**config.mk**
```make
export PLATFORM = sky130hd
export DESIGN_NAME = eclk_ack_timer
export DESIGN_NICKNAME = d
export VERILOG_FILES = /design/src/rtl/eat_pkg.sv /design/src/rtl/eat_udiv.sv /design/src/rtl/eat_urem.sv /design/src/rtl/eat_phase.sv /design/src/rtl/eat_scale.sv /design/src/rtl/eclk_ack_timer.sv
export SDC_FILE = /design/constraint.sdc
export NUM_CORES = 1
export LEC_CHECK = 0
export BUFFER_PORTS_ARGS = -buffer_cell sky130_fd_sc_hd__buf_4
export CELL_PAD_IN_SITES_DETAIL_PLACEMENT = 1
export CELL_PAD_IN_SITES_GLOBAL_PLACEMENT = 1
export CORE_MARGIN = 3
export CORE_UTILIZATION = 40
export CTS_BUF_LIST = sky130_fd_sc_hd__clkbuf_4
export CTS_CLUSTER_DIAMETER = 150
export DETAILED_ROUTE_END_ITERATION = 12
export PLACE_DENSITY = 0.82
export SLEW_MARGIN = 30
export SYNTH_ARGS = -nofsm -noshare
export SYNTH_HDL_FRONTEND = slang
export SYNTH_HIERARCHICAL = 1
export SYNTH_SLANG_ARGS = --single-unit
export TNS_END_PERCENT = 50
```
**constraint.sdc**
```tcl
create_clock -name clk -period 1.9 [get_ports clk]
set_input_delay 0.095 -clock clk [delete_from_list [all_inputs] [get_ports clk]]
set_output_delay 0.095 -clock clk [all_outputs]
set_load 0.02 [all_outputs]
```
**src/rtl/eat_pkg.sv**
```systemverilog
package eat_pkg;

    // Length of one E clock period in processor clocks
    localparam int unsigned E_PERIOD  = 10;
    // Minimum acknowledge length in processor clocks
    localparam int unsigned ACK_BASE  = 9;
    // Idle bus tail after the acknowledge, in processor clocks
    localparam int unsigned IDLE_TAIL = 4;
    // Bits needed to hold a phase value
    localparam int unsigned PHASE_W   = $clog2(E_PERIOD);
    // Bits needed for the processor-clock wait factor
    localparam int unsigned FACT_W    = $clog2(ACK_BASE + IDLE_TAIL + E_PERIOD);

endpackage

```
**src/rtl/eat_udiv.sv**
```systemverilog
// Unrolled restoring division that produces only the quotient.
module eat_udiv #(
    parameter int unsigned NUM_W = 32,
    parameter int unsigned DEN_W = 8
) (
    input  logic [NUM_W-1:0] num,
    input  logic [DEN_W-1:0] den,
    output logic [NUM_W-1:0] quo
);
    // partial remainder entering each stage, always below den
    logic [DEN_W-1:0] rem_s [NUM_W];

    assign rem_s[0] = '0;

    for (genvar gi = 0; gi < NUM_W; gi++) begin : g_stage
        logic [DEN_W:0] trial;
        logic           fits;
        assign trial = {rem_s[gi], num[NUM_W-1-gi]};
        assign fits  = (trial >= {1'b0, den});
        assign quo[NUM_W-1-gi] = fits;
        if (gi < NUM_W - 1) begin : g_next
            logic [DEN_W:0] diff;
            assign diff          = trial - {1'b0, den};
            assign rem_s[gi + 1] = fits ? diff[DEN_W-1:0] : trial[DEN_W-1:0];
        end
    end

endmodule

```
**src/rtl/eat_urem.sv**
```systemverilog
// Unrolled restoring reduction that produces only the remainder.
module eat_urem #(
    parameter int unsigned NUM_W = 32,
    parameter int unsigned DEN_W = 4
) (
    input  logic [NUM_W-1:0] num,
    input  logic [DEN_W-1:0] den,
    output logic [DEN_W-1:0] rem
);
    logic [DEN_W-1:0] rem_s [NUM_W+1];

    assign rem_s[0] = '0;

    for (genvar gi = 0; gi < NUM_W; gi++) begin : g_stage
        logic [DEN_W:0] trial;
        logic [DEN_W:0] diff;
        assign trial = {rem_s[gi], num[NUM_W-1-gi]};
        assign diff  = trial - {1'b0, den};
        assign rem_s[gi + 1] = (trial >= {1'b0, den}) ? diff[DEN_W-1:0]
                                                      : trial[DEN_W-1:0];
    end

    assign rem = rem_s[NUM_W];

endmodule

```
**src/rtl/eat_phase.sv**
```systemverilog
// Position inside the E period derived from the master count.
module eat_phase
    import eat_pkg::*;
#(
    parameter int unsigned CNT_W = 32,
    parameter int unsigned DIV_W = 8
) (
    input  logic [CNT_W-1:0]   mclk_count,
    input  logic [DIV_W-1:0]   div_eff,
    output logic [PHASE_W-1:0] phase
);
    localparam logic [PHASE_W-1:0] PERIOD_C = PHASE_W'(E_PERIOD);

    logic [CNT_W-1:0] cpu_count;

    eat_udiv #(
        .NUM_W (CNT_W),
        .DEN_W (DIV_W)
    ) u_cpu_div (
        .num (mclk_count),
        .den (div_eff),
        .quo (cpu_count)
    );

    eat_urem #(
        .NUM_W (CNT_W),
        .DEN_W (PHASE_W)
    ) u_e_mod (
        .num (cpu_count),
        .den (PERIOD_C),
        .rem (phase)
    );

endmodule

```
**src/rtl/eat_scale.sv**
```systemverilog
// Shift-and-add product of the divider and the wait factor.
module eat_scale #(
    parameter int unsigned DIV_W  = 8,
    parameter int unsigned FACT_W = 5,
    localparam int unsigned OUT_W = DIV_W + FACT_W
) (
    input  logic [DIV_W-1:0]  div_eff,
    input  logic [FACT_W-1:0] factor,
    output logic [OUT_W-1:0]  product
);
    logic [OUT_W-1:0] acc [FACT_W+1];

    assign acc[0] = '0;

    for (genvar gk = 0; gk < FACT_W; gk++) begin : g_term
        logic [OUT_W-1:0] term;
        assign term        = factor[gk] ? (OUT_W'(div_eff) << gk) : '0;
        assign acc[gk + 1] = acc[gk] + term;
    end

    assign product = acc[FACT_W];

endmodule

```
**src/rtl/eclk_ack_timer.sv**
```systemverilog
module eclk_ack_timer
    import eat_pkg::*;
#(
    parameter int unsigned CNT_W = 32,
    parameter int unsigned DIV_W = 8
) (
    input  logic             clk,
    input  logic             rst_n,
    input  logic             start,
    input  logic [CNT_W-1:0] mclk_count,
    input  logic [DIV_W-1:0] clk_div,
    output logic             busy,
    output logic             done
);
    localparam int unsigned WAIT_W = DIV_W + FACT_W;
    localparam logic [FACT_W-1:0] FIXED_PART = FACT_W'(ACK_BASE + IDLE_TAIL);

    typedef struct packed {
        logic              busy;
        logic              done;
        logic [WAIT_W-1:0] cnt;
    } tmr_state_t;

    logic [DIV_W-1:0]   div_eff;
    logic [PHASE_W-1:0] phase;
    logic [FACT_W-1:0]  factor;
    logic [WAIT_W-1:0]  wait_len;
    tmr_state_t         st_d, st_q;

    // zero divider behaves as one
    assign div_eff = (clk_div == '0) ? DIV_W'(1) : clk_div;

    eat_phase #(
        .CNT_W (CNT_W),
        .DIV_W (DIV_W)
    ) u_phase (
        .mclk_count (mclk_count),
        .div_eff    (div_eff),
        .phase      (phase)
    );

    assign factor = FIXED_PART + FACT_W'(phase);

    eat_scale #(
        .DIV_W  (DIV_W),
        .FACT_W (FACT_W)
    ) u_scale (
        .div_eff (div_eff),
        .factor  (factor),
        .product (wait_len)
    );

    always_comb begin
        st_d      = st_q;
        st_d.done = 1'b0;
        if (st_q.busy) begin
            if (st_q.cnt == WAIT_W'(1)) begin
                st_d.busy = 1'b0;
                st_d.done = 1'b1;
                st_d.cnt  = '0;
            end else begin
                st_d.cnt = st_q.cnt - WAIT_W'(1);
            end
        end else if (start) begin
            st_d.busy = 1'b1;
            st_d.cnt  = wait_len - WAIT_W'(1);
        end
    end

    always_ff @(posedge clk or negedge rst_n) begin
        if (!rst_n) begin
            st_q <= '0;
        end else begin
            st_q <= st_d;
        end
    end

    assign busy = st_q.busy;
    assign done = st_q.done;

endmodule

```
==> results of run 1 <==
## metrics by stage
step,cell area (sq um),hold WS [ps],cells,util,TNS (ps)
2_1_floorplan,25200,-201,3145,-,-938460
3_3_place_gp,35300,-38.3,5148,0.597,-892380
3_5_place_dp,35300,-29.1,5148,0.597,-1009930
4_1_cts,39700,208,5508,0.671,-937150
## cell families after synthesis
group | count (synthesis) | share of synthesized area
AOI/OAI and AO/OA | 977 | 0.287
xor gates and xnor gates | 246 | 0.0896
adders and majority gates | 483 | 0.275
buffers and inverters | 347 | 0.0635
DFF | 15 | 0.0156
muxes | 176 | 0.0813
other | 2 | 0.000312
and+or+nand+nor | 831 | 0.188
## repair_timing
action	CTS
gates resized for setup	313
pin swaps	262
endpoints found under the setup margin	13
hold endpoints to repair	15
buffers inserted	358
hold buffers	1
## per-layer routing
metal / global-route usage / overflow
met4: 0.753 / 9
met2: 0.925 / 6
met5: 0.205 / 0
met3: 0.562 / 0
met1: 0.736 / 0
==> results.yml, run 1 <==
synth:
  synthCells: 3077
  ys.flop_type: "dfrtp_1"
  synth_warnings: 6
  yosys-top-cells-area: "ha_1 21%, fa_1 6.2%, a21o_1 5.8%, xnor2_1 4.9%, o21ai_0 4.3%"
  async_flop_share: 1.00
  postSynthAreaPerCell_sq_um: 7.82
  netlist_area_sq_mm: 0.0241
  synth_cell_type_count: 129
  synth.yosys.seq_area_share: 0.0156
  ys_ff_latch: 15
  synth_commonest_cells: "408 x ha_1, 255 x inv_1, 205 x o21ai_0"
  synth_top_area_frac: 0.212
  synth-edff-count: 0
  synth_top_area_cell: "ha_1"
  synth_most_common_cell: "ha_1"
floorplanning:
  rows: 89
  io_pins: 45
  initial_utilization: 0.406
  die_x_um: 251
  die_height_um: 251
global_routing:
  grt_pass1_vias: 48500
  grt.overflow.total: 15
  grt_max_degree: 39
  grt_first_pass_wirelength_um: 346000
  grt_util_all_layers: 0.738
placement:
  hpwl_um: 108000
  portBuffers: 44
  gp_congestion: 0.987
  pre_cts_ws_ps: -78970
cts:
  cts_buffers: 3
  ctsRootBufferMaster: "clkbuf_4"
  cts_sinks: 15
  ctsHtreeMaxLevel: 1
  clock_path_buffers: 2
outcome:
  status: "did not finish"
  toolErrorMsg: "[ERROR GRT-0116] Global routing finished with congestion. Check the congestion regions in the DRC Viewer."
  haltStage: "5_1_grt"
==> inputs of run 2 (changes only) <==
CELL_PAD_IN_SITES_DETAIL_PLACEMENT = default   (was 1)
CELL_PAD_IN_SITES_GLOBAL_PLACEMENT = default   (was 1)
CORE_UTILIZATION = 25   (was 40)
CTS_BUF_LIST = default   (was sky130_fd_sc_hd__clkbuf_4)
CTS_CLUSTER_DIAMETER = default   (was 150)
PLACE_DENSITY = default   (was 0.82)
PLACE_DENSITY_LB_ADDON = 0.15   (was default)
clock period = 2.47 ns   (was 1.9 ns; I/O delays follow)
==> results.yml, run 2 <==
timing:
  setup_ws_ps: -69680
  slew_viol_final: 0
  tns_ps: -891250
  period_share: 29.2
  rsz0062_at_grt: "true"
  max_slew_margin: 0.508
  setup_viol_count_final: 13
  skew_ps: 2.99
  period_minus_slack_ps: 72150
  worst_slew_pin_slew_ps: 737
  final_hold_viol_count: 0
  clock.fmax_mhz: 13.9
synth:
  ys_ff_latch: 15
  ys.flop_type: "dfrtp_1"
  async_flop_share: 1.00
  postSynthAreaPerCell_sq_um: 7.82
  synth_cell_type_count: 129
  synth-edff-count: 0
  synth_top_area_frac: 0.212
  synthCells: 3077
  netlist_area_sq_mm: 0.0241
  synth_most_common_cell: "ha_1"
  synth_warnings: 6
  yosys-top-cells-area: "ha_1 21%, fa_1 6.2%, a21o_1 5.8%, xnor2_1 4.9%, o21ai_0 4.3%"
  synth.yosys.seq_area_share: 0.0156
  synth_commonest_cells: "408 x ha_1, 255 x inv_1, 205 x o21ai_0"
  synth_top_area_cell: "ha_1"
setup_path:
  slowest_stage: "or4_4"
  arrival_ps: 72270
  critPathMaxFanout: 6
  crit_top_cell: "a21o_1"
  cpPeakStageDelay_ps: 510
  cp_top_family: "compound AO/OA/AOI/OAI gates"
  end_kind: "flop"
  worstSetupPathType: "in -> reg"
  worstPathRequired_ps: 2600
  worst_setup_path_start_kind: "primary input"
  critPathBufInv: 44
cts:
  ctsRootBufferMaster: "clkbuf_16"
  clock_path_buffers: 2
  ctsHtreeMaxLevel: 1
  clk_pin_slew_ps: 50
  cts_sinks: 15
  clock_latency_ps: 250
  cts_tree: "yes"
  cts_buffers: 3
detailed_routing:
  route.vias.total: 27800
  wl_um: 90300
  first_iter_violations: 1049
  wire_per_inst_um: 15.2
  drc: 0
  detail-route-antenna-nets: 0
  firstDrtPassIters: 5
  vias_per_cell: 4.68
layout:
  syn_to_final_growth_pct: 64.5
  final_layout_size_suffix_gt1_frac: 0.454
  num-nets-final: 5193
  fin_util: 0.416
  regMostFlops: "st_q"
  final_common_cell: "buf_4"
  largest_reg_flops: 13
  diodes: 0
  layout_common_cells: "1569 x buf_4, 359 x ha_1, 220 x inv_1"
global_routing:
  grt_util_all_layers: 0.175
  grt_pass1_vias: 28100
  grt_max_degree: 39
  grt.overflow.total: 0
  antenna_found_initial: 1
  grt_first_pass_wirelength_um: 144000
placement:
  hpwl_um: 72300
  gp_congestion: 0.846
  portBuffers: 44
hold_path:
  hp-class: "in -> async"
floorplanning:
  die_x_um: 316
  initial_utilization: 0.253
  core-area_sq_mm: 0.0952
  rows: 113
  io_pins: 45
  die_height_um: 316
  dieArea_sq_mm: 0.100
flow_run:
  max_cap_viol_count: 0
outcome:
  violations: "setup timing"
  status: "finished with violations"
run 2: path summary, 6_finish.rpt:
kind	startpoint	end	slack, ps	cells past startpoint
worst max-delay path	clk_div[6]	st_q[11]	-69680	452
worst min-delay path	rst_n	st_q[10]	270	2
worst max register to register	st_q[1]	st_q[11]	250	7
worst min register to register	st_q[12]	done	510	1
max in group asynchronous	rst_n	st_q[3]	2010	2
min in group clk	start	st_q[1]	300	3
run 2: metal layers:
| metal | wire (um) | global-route usage | vias to the layer above | part of all wire |
|---|---|---|---|---|
| li1 | - | - | 14400 | - |
| met1 | 44200 | 0.243 | 13000 | 0.49 |
| met2 | 43800 | 0.314 | 288 | 0.48 |
| met3 | 1350 | 0.00294 | 61 | 0.015 |
| met4 | 954 | 0.0160 | 0 | 0.011 |
| met5 | 0 | 0 | - | 0 |
run 2: what timing repair did:
item / 4_1_cts / 5_1_grt
setup endpoints to repair: 13 / 13
resized for setup: 108 / 157
hold endpoints to repair: 15 / 0
buffers inserted: 156 / 66
pin swaps: 140 / 160
hold buffers: 1 / 0
run 2: cells by family (layout without fill, tap and decap cells):
group,after synthesis,count (layout),synth area share
flops,15,15,0.0156
xor+xnor,246,246,0.0896
simple gates,831,831,0.188
mux,176,176,0.0813
other cells,2,70,0.000312
fa+ha+maj,483,483,0.275
compound gates,977,977,0.287
buf+inv,347,1868,0.0635
run 2: layout make-up:
type | count | area [sq um]
Clock buffer | 3 | 75.1
Clock inverter | 1 | 5.00
Fill cell | 9697 | 55600
Inverter | 272 | 1070
Multi-Input combinational cell | 2783 | 24400
Sequential cell | 15 | 375
Tap cell | 1265 | 1580
Timing Repair Buffer | 1592 | 12000
run 2: stage by stage:
stage	instance area [sq um]	hold slack [ps]	setup WS, ps	cells
after floorplan	25200	-172	-72740	3145
after global placement	36500	-1.25	-70270	5706
after detailed placement	36500	-3.36	-71620	5706
after CTS	38300	276	-69840	5867
after global routing	39600	298	-74110	5931
final	39600	273	-69680	5931
Power of run 2 is left out: the tool's default activity adds up to more than one toggle a clock period on the data nets, which glitch-free logic cannot reach.
==> inputs of run 3 (changes only) <==
CORE_MARGIN = default   (was 3)
SKIP_LAST_GASP = 1   (was default)
==> results.yml, run 3 (synthesized netlist as in run 2, its figures left out) <==
setup_path:
  critPathMaxFanout: 6
  worst_setup_path_start_kind: "primary input"
  arrival_ps: 72380
  r2r_start: "st_q[1]"
  crit_top_cell: "buf_4"
  worstSetupPathType: "in -> reg"
  reg2reg_slack_ps: 320
  slowest_stage: "or4_4"
  r2r_end: "st_q[7]"
  cpPeakStageDelay_ps: 510
  cp-startpoint: "clk_div[4]"
  end_kind: "flop"
  worstPathRequired_ps: 2600
  reg2reg_depth: 7
  crit_path_end: "st_q[11]"
placement:
  dpl-instance-area_sq_mm: 0.0363
  portBuffers: 44
  dp_cells: 5682
  gp_congestion: 0.847
  hpwl_um: 72200
outcome:
  violations: "setup timing"
  status: "finished with violations"
hold_path:
  hp-class: "in -> async"
layout:
  final_cells: 6119
  largest_reg_flops: 13
  regMostFlops: "st_q"
  layout_common_cells: "1759 x buf_4, 354 x ha_1, 221 x inv_1"
  final_layout_size_suffix_gt1_frac: 0.482
  syn_to_final_growth_pct: 71.5
  num-nets-final: 5380
  final_common_cell: "buf_4"
  postLayoutCellArea_sq_mm: 0.0413
floorplanning:
  io_pins: 45
  die_height_um: 312
  dieArea_sq_mm: 0.0975
  rows: 113
  die_x_um: 312
  core-area_sq_mm: 0.0952
  initial_utilization: 0.253
detailed_routing:
  wl_um: 93500
  wire_per_inst_um: 15.3
  vias_per_cell: 4.66
  first_iter_violations: 971
  firstDrtPassIters: 5
  detail-route-antenna-nets: 0
  route.vias.total: 28500
  drc: 0
global_routing:
  grt_first_pass_wirelength_um: 149000
  grt_pass1_vias: 29000
  grt_max_degree: 39
  antenna_found_initial: 0
  grt_util_all_layers: 0.185
  grt.overflow.total: 0
cts:
  ctsHtreeMaxLevel: 1
  ctsRootBufferMaster: "clkbuf_16"
  clock_latency_ps: 250
  clk_pin_slew_ps: 50
  cts_tree: "yes"
  clock_path_buffers: 2
  cts_sinks: 15
  cts_buffers: 3
timing:
  slew_viol_final: 0
  skew_ps: 4.89
  period_share: 29.3
  clock.fmax_mhz: 13.8
  setup_viol_count_final: 13
  tns_ps: -894350
  whs_ps: 266
  max_slew_margin: 0.458
  worst_slew_pin_slew_ps: 813
  rsz0062_at_grt: "true"
  period_minus_slack_ps: 72250
  final_hold_viol_count: 0
  setup_ws_ps: -69780
flow_run:
  max_cap_viol_count: 0
[run 3: cell type report]
class / instances / area, sq um
fill: 9542 / 53900
multi-input combinational: 2783 / 24700
timing repair buffer: 1779 / 13400
tap: 1265 / 1580
inverter: 272 / 1070
sequential: 15 / 375
clock buffer: 4 / 78.8
antenna: 1 / 2.50
[run 3: worst min path at each step]
stage	from	to	slack (ps)	cells after the start
floorplan	rst_n	busy	-170	0
global placement	rst_n	st_q[0]	-2	1
detailed placement	rst_n	st_q[0]	-8	1
CTS	rst_n	st_q[0]	270	2
global route	rst_n	st_q[0]	290	2
finish	rst_n	st_q[0]	270	2
[run 3: repair_timing]
action                                 4_1_cts  5_1_grt
gates resized for setup                    147      173
setup endpoints to repair                   13       13
endpoints found under the hold margin       15        0
pin swaps                                  192      175
hold buffers                                 1        0
buffers inserted                           361       72
[run 3: layer usage]
metal / up-vias / wire length (um) / track usage / part of all wire
met3: 96 / 1450 / 0.00670 / 0.016
met4: 0 / 1790 / 0.0355 / 0.019
met1: 13400 / 45300 / 0.251 / 0.48
met5: - / 0 / 0 / 0
met2: 276 / 44900 / 0.327 / 0.48
li1: 14800 / - / - / -
[run 3: worst max-delay path: cells and delay by family]
kind	cells	cell delay, ps
xor gates and xnor gates	8	1130
muxes	17	4580
and+or+nand+nor	87	11930
buffers and inverters	118	13550
AOI/OAI and AO/OA	191	30470
adders and majority gates	39	10560
[run 3: metrics by stage]
stage | util | setup WS, ps
3_3_place_gp | 0.381 | -70270
2_1_floorplan | - | -72740
4_1_cts | 0.419 | -68680
6_report | 0.434 | -69780
5_1_grt | 0.434 | -73740
3_5_place_dp | 0.381 | -71730
Power of run 3 is left out for the same reason.
